**config.mk**
```make
export PLATFORM = sky130hd
export DESIGN_NAME = clk_chan_div
export DESIGN_NICKNAME = d
export VERILOG_FILES = /design/src/rtl/clk_chan_div_pkg.sv /design/src/rtl/clk_chan_div_ctrl.sv /design/src/rtl/clk_chan_div_dp.sv /design/src/rtl/clk_chan_div.sv
export SDC_FILE = /design/constraint.sdc
export NUM_CORES = 1
export LEC_CHECK = 0
export BUFFER_PORTS_ARGS = -buffer_cell sky130_fd_sc_hd__buf_2
export CAP_MARGIN = 20
export CORE_MARGIN = 10
export CORE_UTILIZATION = 63
export DETAILED_ROUTE_END_ITERATION = 8
export GPL_TIMING_DRIVEN = 0
export PLACE_DENSITY = 0.89
export REMOVE_ABC_BUFFERS = 1
export SLEW_MARGIN = 20
export SYNTH_ARGS = -nofsm -noshare
export SYNTH_HDL_FRONTEND = slang
export SYNTH_SLANG_ARGS = --single-unit
```
**constraint.sdc**
```tcl
create_clock -name clkIn -period 3.34 [get_ports clkIn]
set_input_delay 0.668 -clock clkIn [delete_from_list [all_inputs] [get_ports clkIn]]
set_output_delay 0.668 -clock clkIn [all_outputs]
set_load 0.1 [all_outputs]
```
**src/rtl/clk_chan_div_pkg.sv**
```systemverilog
package clk_chan_div_pkg;

  typedef enum logic [1:0] {
    ST_PARK = 2'd0,
    ST_WAIT = 2'd1,
    ST_RUN  = 2'd2
  } ctlState_e;

  // Strobes from control to datapath
  typedef struct packed {
    logic park;    // hold the level at the start value
    logic launch;  // load the first phase length
    logic run;     // count and toggle
  } divStrobe_t;

endpackage

```
**src/rtl/clk_chan_div_ctrl.sv**
```systemverilog
module clk_chan_div_ctrl
  import clk_chan_div_pkg::*;
#(
  parameter int CODE_W  = 4,
  parameter int LATENCY = 14
) (
  input  logic              clkIn,
  input  logic              rstN,
  input  logic              holdRaw,
  input  logic              ignoreSync,
  input  logic              bypass,
  input  logic [CODE_W-1:0] phaseCode,
  output divStrobe_t        strobe
);

  localparam int SYNC_STAGES = 2;
  localparam int WAIT_W      = $clog2(LATENCY + (1 << CODE_W)) + 1;

  logic [SYNC_STAGES-1:0] syncPipe;
  logic                   holdNow;
  logic [WAIT_W-1:0]      waitCnt;
  logic [WAIT_W-1:0]      waitLoad;
  ctlState_e              state;

  // Two-stage synchronizer, reset to "held" so power-up runs a restart
  always_ff @(posedge clkIn or negedge rstN) begin
    if (!rstN) syncPipe <= '1;
    else       syncPipe <= {syncPipe[SYNC_STAGES-2:0], holdRaw};
  end

  assign holdNow  = (syncPipe[SYNC_STAGES-1] & ~ignoreSync) | bypass;
  // The synchronizer already took SYNC_STAGES cycles of the latency
  assign waitLoad = WAIT_W'(LATENCY - SYNC_STAGES) + WAIT_W'(phaseCode);

  always_ff @(posedge clkIn or negedge rstN) begin
    if (!rstN) begin
      state   <= ST_PARK;
      waitCnt <= '0;
    end else if (holdNow) begin
      state   <= ST_PARK;
    end else begin
      case (state)
        ST_PARK: begin
          state   <= ST_WAIT;
          waitCnt <= waitLoad;
        end
        ST_WAIT: begin
          if (waitCnt == '0) state <= ST_RUN;
          else               waitCnt <= waitCnt - WAIT_W'(1);
        end
        default: state <= ST_RUN;
      endcase
    end
  end

  always_comb begin
    strobe.park   = holdNow | (state == ST_PARK);
    strobe.launch = ~holdNow & (state == ST_WAIT) & (waitCnt == '0);
    strobe.run    = ~holdNow & (state == ST_RUN);
  end

endmodule

```
**src/rtl/clk_chan_div_dp.sv**
```systemverilog
module clk_chan_div_dp
  import clk_chan_div_pkg::*;
#(
  parameter int CODE_W = 4
) (
  input  logic              clkIn,
  input  logic              rstN,
  input  divStrobe_t        strobe,
  input  logic [CODE_W-1:0] highCode,
  input  logic [CODE_W-1:0] lowCode,
  input  logic              startHigh,
  input  logic              dccEnable,
  input  logic              bypass,
  input  logic              forceHigh,
  input  logic              ignoreSync,
  output logic              divOut
);

  localparam int CNT_W = CODE_W + 1;
  localparam int SUM_W = CNT_W + 1;

  logic [CNT_W-1:0] highLen, lowLen, highEff, lowEff;
  logic [CNT_W-1:0] firstLen, nextLen, cnt;
  logic [SUM_W-1:0] total, halfTotal;
  logic             halfExt, level, levelNeg, shaped;

  always_comb begin
    highLen   = CNT_W'(highCode) + CNT_W'(1);
    lowLen    = CNT_W'(lowCode) + CNT_W'(1);
    total     = SUM_W'(highLen) + SUM_W'(lowLen);
    halfTotal = total >> 1;
    highEff   = dccEnable ? CNT_W'(halfTotal) : highLen;
    lowEff    = dccEnable ? CNT_W'(total - halfTotal) : lowLen;
    halfExt   = dccEnable & total[0];
    firstLen  = startHigh ? highEff : lowEff;
    nextLen   = level ? lowEff : highEff;
  end

  always_ff @(posedge clkIn or negedge rstN) begin
    if (!rstN) begin
      level <= 1'b0;
      cnt   <= '0;
    end else if (strobe.park) begin
      level <= startHigh;
    end else if (strobe.launch) begin
      cnt   <= firstLen - CNT_W'(1);
    end else if (strobe.run) begin
      if (cnt == '0) begin
        level <= ~level;
        cnt   <= nextLen - CNT_W'(1);
      end else begin
        cnt   <= cnt - CNT_W'(1);
      end
    end
  end

  // Falling-edge copy stretches the high phase by half a cycle
  always_ff @(negedge clkIn or negedge rstN) begin
    if (!rstN) levelNeg <= 1'b0;
    else       levelNeg <= level;
  end

  assign shaped = level | (halfExt & levelNeg);
  assign divOut = bypass ? clkIn : ((forceHigh & ignoreSync) ? 1'b1 : shaped);

endmodule

```
**src/rtl/clk_chan_div.sv**
```systemverilog
module clk_chan_div
  import clk_chan_div_pkg::*;
#(
  parameter int CODE_W  = 4,
  parameter int LATENCY = 14
) (
  input  logic              clkIn,
  input  logic              rstN,
  input  logic              syncN,
  input  logic              softSync,
  input  logic [CODE_W-1:0] highCode,
  input  logic [CODE_W-1:0] lowCode,
  input  logic [CODE_W-1:0] phaseCode,
  input  logic              startHigh,
  input  logic              dccEnable,
  input  logic              bypass,
  input  logic              ignoreSync,
  input  logic              forceHigh,
  output logic              divOut
);

  divStrobe_t strobe;
  logic       holdRaw;

  assign holdRaw = ~syncN | softSync;

  clk_chan_div_ctrl #(.CODE_W(CODE_W), .LATENCY(LATENCY)) u_ctrl (
    .clkIn      (clkIn),
    .rstN       (rstN),
    .holdRaw    (holdRaw),
    .ignoreSync (ignoreSync),
    .bypass     (bypass),
    .phaseCode  (phaseCode),
    .strobe     (strobe)
  );

  clk_chan_div_dp #(.CODE_W(CODE_W)) u_dp (
    .clkIn      (clkIn),
    .rstN       (rstN),
    .strobe     (strobe),
    .highCode   (highCode),
    .lowCode    (lowCode),
    .startHigh  (startHigh),
    .dccEnable  (dccEnable),
    .bypass     (bypass),
    .forceHigh  (forceHigh),
    .ignoreSync (ignoreSync),
    .divOut     (divOut)
  );

endmodule

```
==> flow_metrics.tcl, run 1 <==
set metrics [dict create \
    drtAntennaViolNets 0 \
    sequentialPowerShare_pct 18.5 \
    fin_cells 278 \
    power_leakage_uw 0.001078 \
    top_layer "met4" \
    path_max_fanout 4 \
    power_frac_clock_pct 14.0 \
    routed_wl_um 6706 \
    drv_cap 0 \
    pwr-share-comb_pct 67.5 \
    power.switching_uw 754.1 \
    dieArea_mm2 0.005366 \
    syn2layout_area_growth_pct 35.15 \
    wl_met2_um 3125 \
    cts_htree_levels 1 \
    boundaryPins 22 \
    drtIter0Drc 386 \
    yosysUniqueCellTypes 55 \
    vias 2048 \
    p_per_area_mw_per_mm2 675.2 \
    syn_area_mm2 0.001787 \
    synth_seq_cells 17 \
    synth_edf_count 0 \
    pre_cts_ws_ns -0.9698 \
    maxSlewViolCount 0 \
    ys_seq_area_share_pct 23.95 \
    fmax_mhz 269.7 \
    clockBufferDepth 2 \
    ys.flop_type "dfrtp_1" \
    finClkSkew_ns 0.006006 \
    critical_path_arrival_ns 3.90 \
    p_int_uw 876.4 \
    cts_buffers 3 \
    grt_setup_unrepaired "yes" \
    clkTransAtPathRegs_ns 0.11 \
    violations "setup timing" \
    layout-drive-gt1-share_pct 40.89 \
    first_pass_iters 7 \
    fp.dieH_um 73.26 \
    via_per_inst 7.367 \
    netlist_instances 210 \
    async_flop_share_pct 100.0 \
    wl_per_cell_um 24.12 \
    final_util_pct 88.33 \
    swShare_pct 46.25 \
    fin_crit_ns 3.708 \
    worst_setup_path_end_kind "flop" \
    drc 0 \
    slew_headroom_pct 51.13 \
    multi_input_area_mm2 0.001501 \
    fp.coreArea_mm2 0.002734 \
    critPathLaunchType "input pin" \
    status "finished, violations left" \
    yosysWarnings 0 \
    cts_root_buf "clkbuf_4" \
    dpl.hpwl_um 3183 \
    fin_ws_ns -0.3681 \
    hold_slack_ns 0.2657 \
    fin_nets 285 \
    grt_first_pass_wirelength_um 9108 \
    clk_latency_ns 0.30 \
    fin_crit_sh_pct 111.0 \
    io_buffer_count 21 \
    required_ns 3.53 \
    cts_tree "done" \
    hp-class "in -> async" \
    gp_congestion 0.9301 \
    hold_violations 0 \
    track_usage_pct 21.16 \
    tightest_slew_ns 0.7330 \
    start_util_pct 65.35 \
    diodes 0 \
    synth_area_per_cell_um2 8.508 \
    met3_length_um 737 \
    finalSetupViolations 5 \
    grt_overflow_total 0 \
    crit_type "in -> reg" \
    placed_cells 254 \
    ir_worst_vdd_mv 0.6283 \
    seq_area_um2 427.9 \
    grt_start_max_net_pins 19 \
    rows 19 \
    antenna_found_initial 0 \
    grt_pass1_vias 1892 \
    wl_met1_um 2323 \
    fill_cells 119 \
    die_w_um 73.26 \
]
-- cell usage after synthesis, types with 4 or more instances --
cell,number,area share (%)
mux4_2,4,5.0
a211oi_1,5,2.1
xor2_1,6,2.9
a21oi_1,18,5.0
ha_1,14,9.8
clkbuf_1,4,0.84
dfrtp_1,14,20
mux2i_1,5,2.8
nand2_1,15,3.2
a22o_1,4,2.0
nor2_1,19,4.0
nand3_1,4,1.1
o21ai_0,7,2.0
a21o_1,4,1.7
inv_1,20,4.2
nor3_1,4,1.1
xnor2_1,6,2.9
and3_1,4,1.4
-- metrics by stage --
step | TNS, ns | power (uW) | cell area [um^2]
CTS | -0.5147 | 1403 | 2282
finish | -1.230 | 1631 | 2415
global placement | -2.561 | 991.6 | 1889
floorplan | -1.931 | 878.5 | 1745
global route | -1.456 | 1688 | 2415
detailed placement | -2.905 | 1022 | 1889
-- kinds of logic after synthesis --
group                      synth area share (%)
muxes                                     9.104
buffers and inverters                     6.722
DFF                                       23.95
AOI/OAI and AO/OA                         22.41
xor gates and xnor gates                  5.882
and+or+nand+nor                           19.89
adders and majority gates                 12.05
-- critical path, stage by stage --
cell and delay, ns:
buf_8 0.11, ha_4 0.16, xor2_2 0.22, ha_1 0.32
buf_4 0.18, xnor2_4 0.25, inv_2 0.09, fa_2 0.42
xor2_1 0.17, mux2i_1 0.22, buf_4 0.15, nor2_1 0.04
a21oi_1 0.23, a21oi_2 0.14, nand2b_1 0.20, nor4_2 0.25
nor3_2 0.06
-- path summary, 6_finish.rpt --
kind                                          startpoint                            end  slack, ns  cells after the start
setup / recovery                             highCode[0]        u_dp.cnt[4]$_DFFE_PN0P_      -0.37                     17
hold / removal                                      rstN  u_ctrl.waitCnt[2]$_DFFE_PN0P_       0.27                      1
max in group asynchronous                           rstN        u_dp.levelNeg$_DFF_NN0_       1.21                      1
setup reg to reg           u_ctrl.waitCnt[0]$_DFFE_PN0P_        u_dp.cnt[4]$_DFFE_PN0P_       0.61                     10
min in group clkIn          u_ctrl.syncPipe[0]$_DFF_PN1_   u_ctrl.syncPipe[1]$_DFF_PN1_       0.37                      0
hold reg to reg             u_ctrl.syncPipe[0]$_DFF_PN1_   u_ctrl.syncPipe[1]$_DFF_PN1_       0.37                      0
-- registers in the layout, summed over array words and instances (netlist names) --
signal and count:
u_ctrl.state 2, u_ctrl.syncPipe 2, u_ctrl.waitCnt 6, u_dp.cnt 5
u_dp.level 1, u_dp.levelNeg 1
-- timing repair --
action | 4_1_cts | 5_1_grt
hold buffers | 0 | 0
setup buffers | 14 | 6
pin swaps | 21 | 17
setup endpoints to repair | 5 | 5
hold endpoints to repair | 0 | 0
gates resized for setup | 47 | 19
-- cell usage in the layout, fill, tap and decap left out, types with 3 or more instances in the layout --
| cell type | Yosys | layout |
|---|---|---|
| clkbuf_4 | 0 | 3 |
| xnor2_1 | 6 | 3 |
| dfrtp_1 | 14 | 14 |
| a21oi_2 | 0 | 3 |
| o21ai_0 | 7 | 4 |
| nor3_1 | 4 | 3 |
| o211ai_1 | 3 | 3 |
| nor2_1 | 19 | 18 |
| buf_12 | 0 | 3 |
| inv_1 | 20 | 15 |
| mux4_2 | 4 | 4 |
| buf_2 | 2 | 16 |
| and2_1 | 3 | 3 |
| buf_6 | 1 | 3 |
| buf_4 | 0 | 18 |
| ha_4 | 0 | 6 |
| a21oi_1 | 18 | 14 |
| a21o_1 | 4 | 4 |
| mux2i_1 | 5 | 5 |
| ha_1 | 14 | 6 |
| nand3_1 | 4 | 4 |
| nand2_1 | 15 | 14 |
| a22o_1 | 4 | 4 |
| o21ai_1 | 1 | 3 |
| xor2_2 | 0 | 3 |
| o31ai_1 | 3 | 3 |
| inv_4 | 0 | 3 |
| and3_1 | 4 | 3 |
| a211oi_1 | 5 | 3 |
-- power by group through the flow --
stage | logic (uW) | clock network, uW | registers (uW)
after floorplan | 541 | 53.9 | 284
after global placement | 636 | 59.6 | 296
after detailed placement | 665 | 59.6 | 297
after CTS | 885 | 223 | 295
after global routing | 1150 | 236 | 304
final | 1100 | 227 | 302
-- routing by layer --
metal	vias to the layer above	global-route usage [%]
met3	68	5.249
met4	0	10.55
met1	938	24.86
met2	209	34.86
met5	-	0
li1	833	-
-- area by class of cell --
type	instances	share of cell area, %
multi-input cells	164	62.18
flip-flops and latches	17	17.72
repair buffers	40	12.59
inverters	20	3.420
clock buffers	5	2.332
well taps	31	1.606
clock inverters	1	0.1554
Note: power is estimated with default switching activity, not from simulation.
==> run 2: changes to the inputs <==
--- a/config.mk
+++ b/config.mk
@@ -11,7 +11,7 @@
 export CORE_UTILIZATION = 63
 export DETAILED_ROUTE_END_ITERATION = 8
 export GPL_TIMING_DRIVEN = 0
-export PLACE_DENSITY = 0.89
+export PLACE_DENSITY = 0.85
 export REMOVE_ABC_BUFFERS = 1
 export SLEW_MARGIN = 20
 export SYNTH_ARGS = -nofsm -noshare
==> run 2 against run 1 <==
Compared with the run above: the run still ends with setup timing left; sequential share of layout area is 0.61 points higher; non-clock buffer count shrank 5; core utilization is 2.9 points lower; sequential cell count stayed put; worst hold slack better by 0.0057 ns; cell area is 3.3% lower; clock skew fell by 0.0020 ns; via count is 2.1% lower; global-route usage barely moved; critical path type is now reg -> out.
==> flow_metrics.tcl, run 2 (synthesis results as in run 1) <==
set metrics [dict create \
    crit_start "u_dp.levelNeg$_DFF_NN0_" \
    vias 2005 \
    cts_htree_levels 1 \
    die_w_um 73.26 \
    pwr-share-comb_pct 67.2 \
    first_pass_iters 4 \
    cts_root_buf "clkbuf_4" \
    track_usage_pct 21.20 \
    reg_top3 "u_ctrl.waitCnt: 6 flops, u_dp.cnt: 5 flops" \
    maxSlewViolCount 0 \
    clk_latency_ns 0.30 \
    path_max_fanout 1 \
    finClkSkew_ns 0.004038 \
    hp-class "in -> async" \
    power_frac_clock_pct 13.1 \
    hold_violations 0 \
    cts_tree "done" \
    boundaryPins 22 \
    io_buffer_count 21 \
    total_power_uw 1562 \
    clkTransAtPathRegs_ns 0.10 \
    cts_hold_buffers 0 \
    worst_setup_path_end_kind "primary output" \
    r2r_cells 10 \
    drv_cap 0 \
    dpl.hpwl_um 3070 \
    diodes 0 \
    crit_end "divOut" \
    r2r_slack_ns 0.63 \
    fp.dieH_um 73.26 \
    violations "setup timing" \
    fin_ws_ns -0.3774 \
    dieArea_mm2 0.005366 \
    mostFrequentLayoutCells "nor2_1 (17), buf_2 (16), nand2_1 (15)" \
    swShare_pct 46.37 \
    tightest_slew_ns 0.7412 \
    clockBufferDepth 2 \
    design_area_mm2 0.002335 \
    antenna_found_initial 0 \
    grt_overflow_total 0 \
    critical_path_arrival_ns 3.05 \
    worstReg2RegStart "u_ctrl.waitCnt[0]$_DFFE_PN0P_" \
    r2r-end "u_dp.cnt[4]$_DFFE_PN0P_" \
    layout-drive-gt1-share_pct 38.84 \
    routed_wl_um 6907 \
    slew_headroom_pct 50.41 \
    p_per_area_mw_per_mm2 669.0 \
    placed_cells 254 \
    placed_area_mm2 0.001889 \
    grt_setup_unrepaired "yes" \
    drtAntennaViolNets 0 \
    gp_congestion 0.8702 \
    fill_cells 122 \
    wl_per_cell_um 25.30 \
    crit_type "reg -> out" \
    p_int_uw 837.6 \
    status "finished, violations left" \
    finalSetupViolations 5 \
    sequentialPowerShare_pct 19.7 \
    critPathLaunchType "flop" \
    fp.coreArea_mm2 0.002734 \
    ir_worst_vdd_mv 0.5709 \
    grt_pass1_vias 1920 \
    cts_buffers 3 \
    grt_first_pass_wirelength_um 9252 \
    power.switching_uw 724.2 \
    start_util_pct 65.35 \
    power_leakage_uw 0.001030 \
    fin_nets 280 \
    drc 0 \
    via_per_inst 7.344 \
    fin_cells 273 \
    final_util_pct 85.40 \
    grt_start_max_net_pins 19 \
    required_ns 2.67 \
    final_common_cell "nor2_1" \
    largest_register "u_ctrl.waitCnt" \
    syn2layout_area_growth_pct 30.67 \
    drtIter0Drc 334 \
    largest_register_ffs 6 \
    rows 19 \
]
-- run 2: cell types whose count changed in the layout (fill, tap and decap cells not counted), moves of 3 or more --
cell   previous run  this run
inv_4             3         0
inv_2             2         6
buf_6             3         6
buf_4            18        13
-- run 2: per-layer routing --
layer	wire (um)	part of all wire [%]	global-route usage [%]
met4	575	8.3	12.03
met2	3131	45	34.38
met3	824	12	5.787
met1	2377	34	24.48
met5	0	0	0
-- run 2: area by class of cell --
cell class | count | area [um^2] | area share (%)
multi-input cells | 164 | 1498 | 64.15
flip-flops and latches | 17 | 427.9 | 18.33
repair buffers | 35 | 245.2 | 10.50
inverters | 20 | 75.07 | 3.215
clock buffers | 5 | 46.29 | 1.983
well taps | 31 | 38.79 | 1.661
clock inverters | 1 | 3.754 | 0.1608
-- run 2: power groups by stage --
stage          Clock (uW)  Sequential [uW]  Combinational [uW]
6_report              205              308                1050
3_5_place_dp         59.6              296                 658
2_1_floorplan        53.9              284                 541
3_3_place_gp         59.6              294                 640
4_1_cts               186              292                 869
5_1_grt               215              309                1110
-- run 2: worst min-delay path by stage --
stage / start / end / slack [ns] / cells after the start
floorplan: u_ctrl.syncPipe[0]$_DFF_PN1_ / u_ctrl.syncPipe[1]$_DFF_PN1_ / 0.35 / 0
global placement: u_ctrl.syncPipe[0]$_DFF_PN1_ / u_ctrl.syncPipe[1]$_DFF_PN1_ / 0.35 / 0
detailed placement: u_ctrl.syncPipe[0]$_DFF_PN1_ / u_ctrl.syncPipe[1]$_DFF_PN1_ / 0.35 / 0
CTS: rstN / u_ctrl.waitCnt[3]$_DFFE_PN0P_ / 0.28 / 1
global route: rstN / u_ctrl.waitCnt[4]$_DFFE_PN0P_ / 0.28 / 1
finish: rstN / u_ctrl.waitCnt[0]$_DFFE_PN0P_ / 0.27 / 1
-- run 2: timing repair --
item / 4_1_cts / 5_1_grt
pin swaps: 22 / 13
buffers inserted: 9 / 6
endpoints found under the setup margin: 5 / 5
cloned: 0 / 0
resized for setup: 51 / 9
-- run 2: through the flow --
step	hold WS, ns	setup WS [ns]	setup TNS (ns)
floorplan	0.3452	-1.026	-1.931
global placement	0.3483	-0.9432	-2.738
detailed placement	0.3479	-1.020	-2.971
CTS	0.2793	-0.3301	-0.4685
global route	0.2804	-0.4633	-1.843
finish	0.2713	-0.3774	-1.414
-- run 2: worst max-delay path, stage by stage (launching register included) --
cell and delay (ns):
dfrtn_1 0.37, and3_4 0.16, a2111oi_4 0.29, a21oi_2 0.09, buf_12 0.18
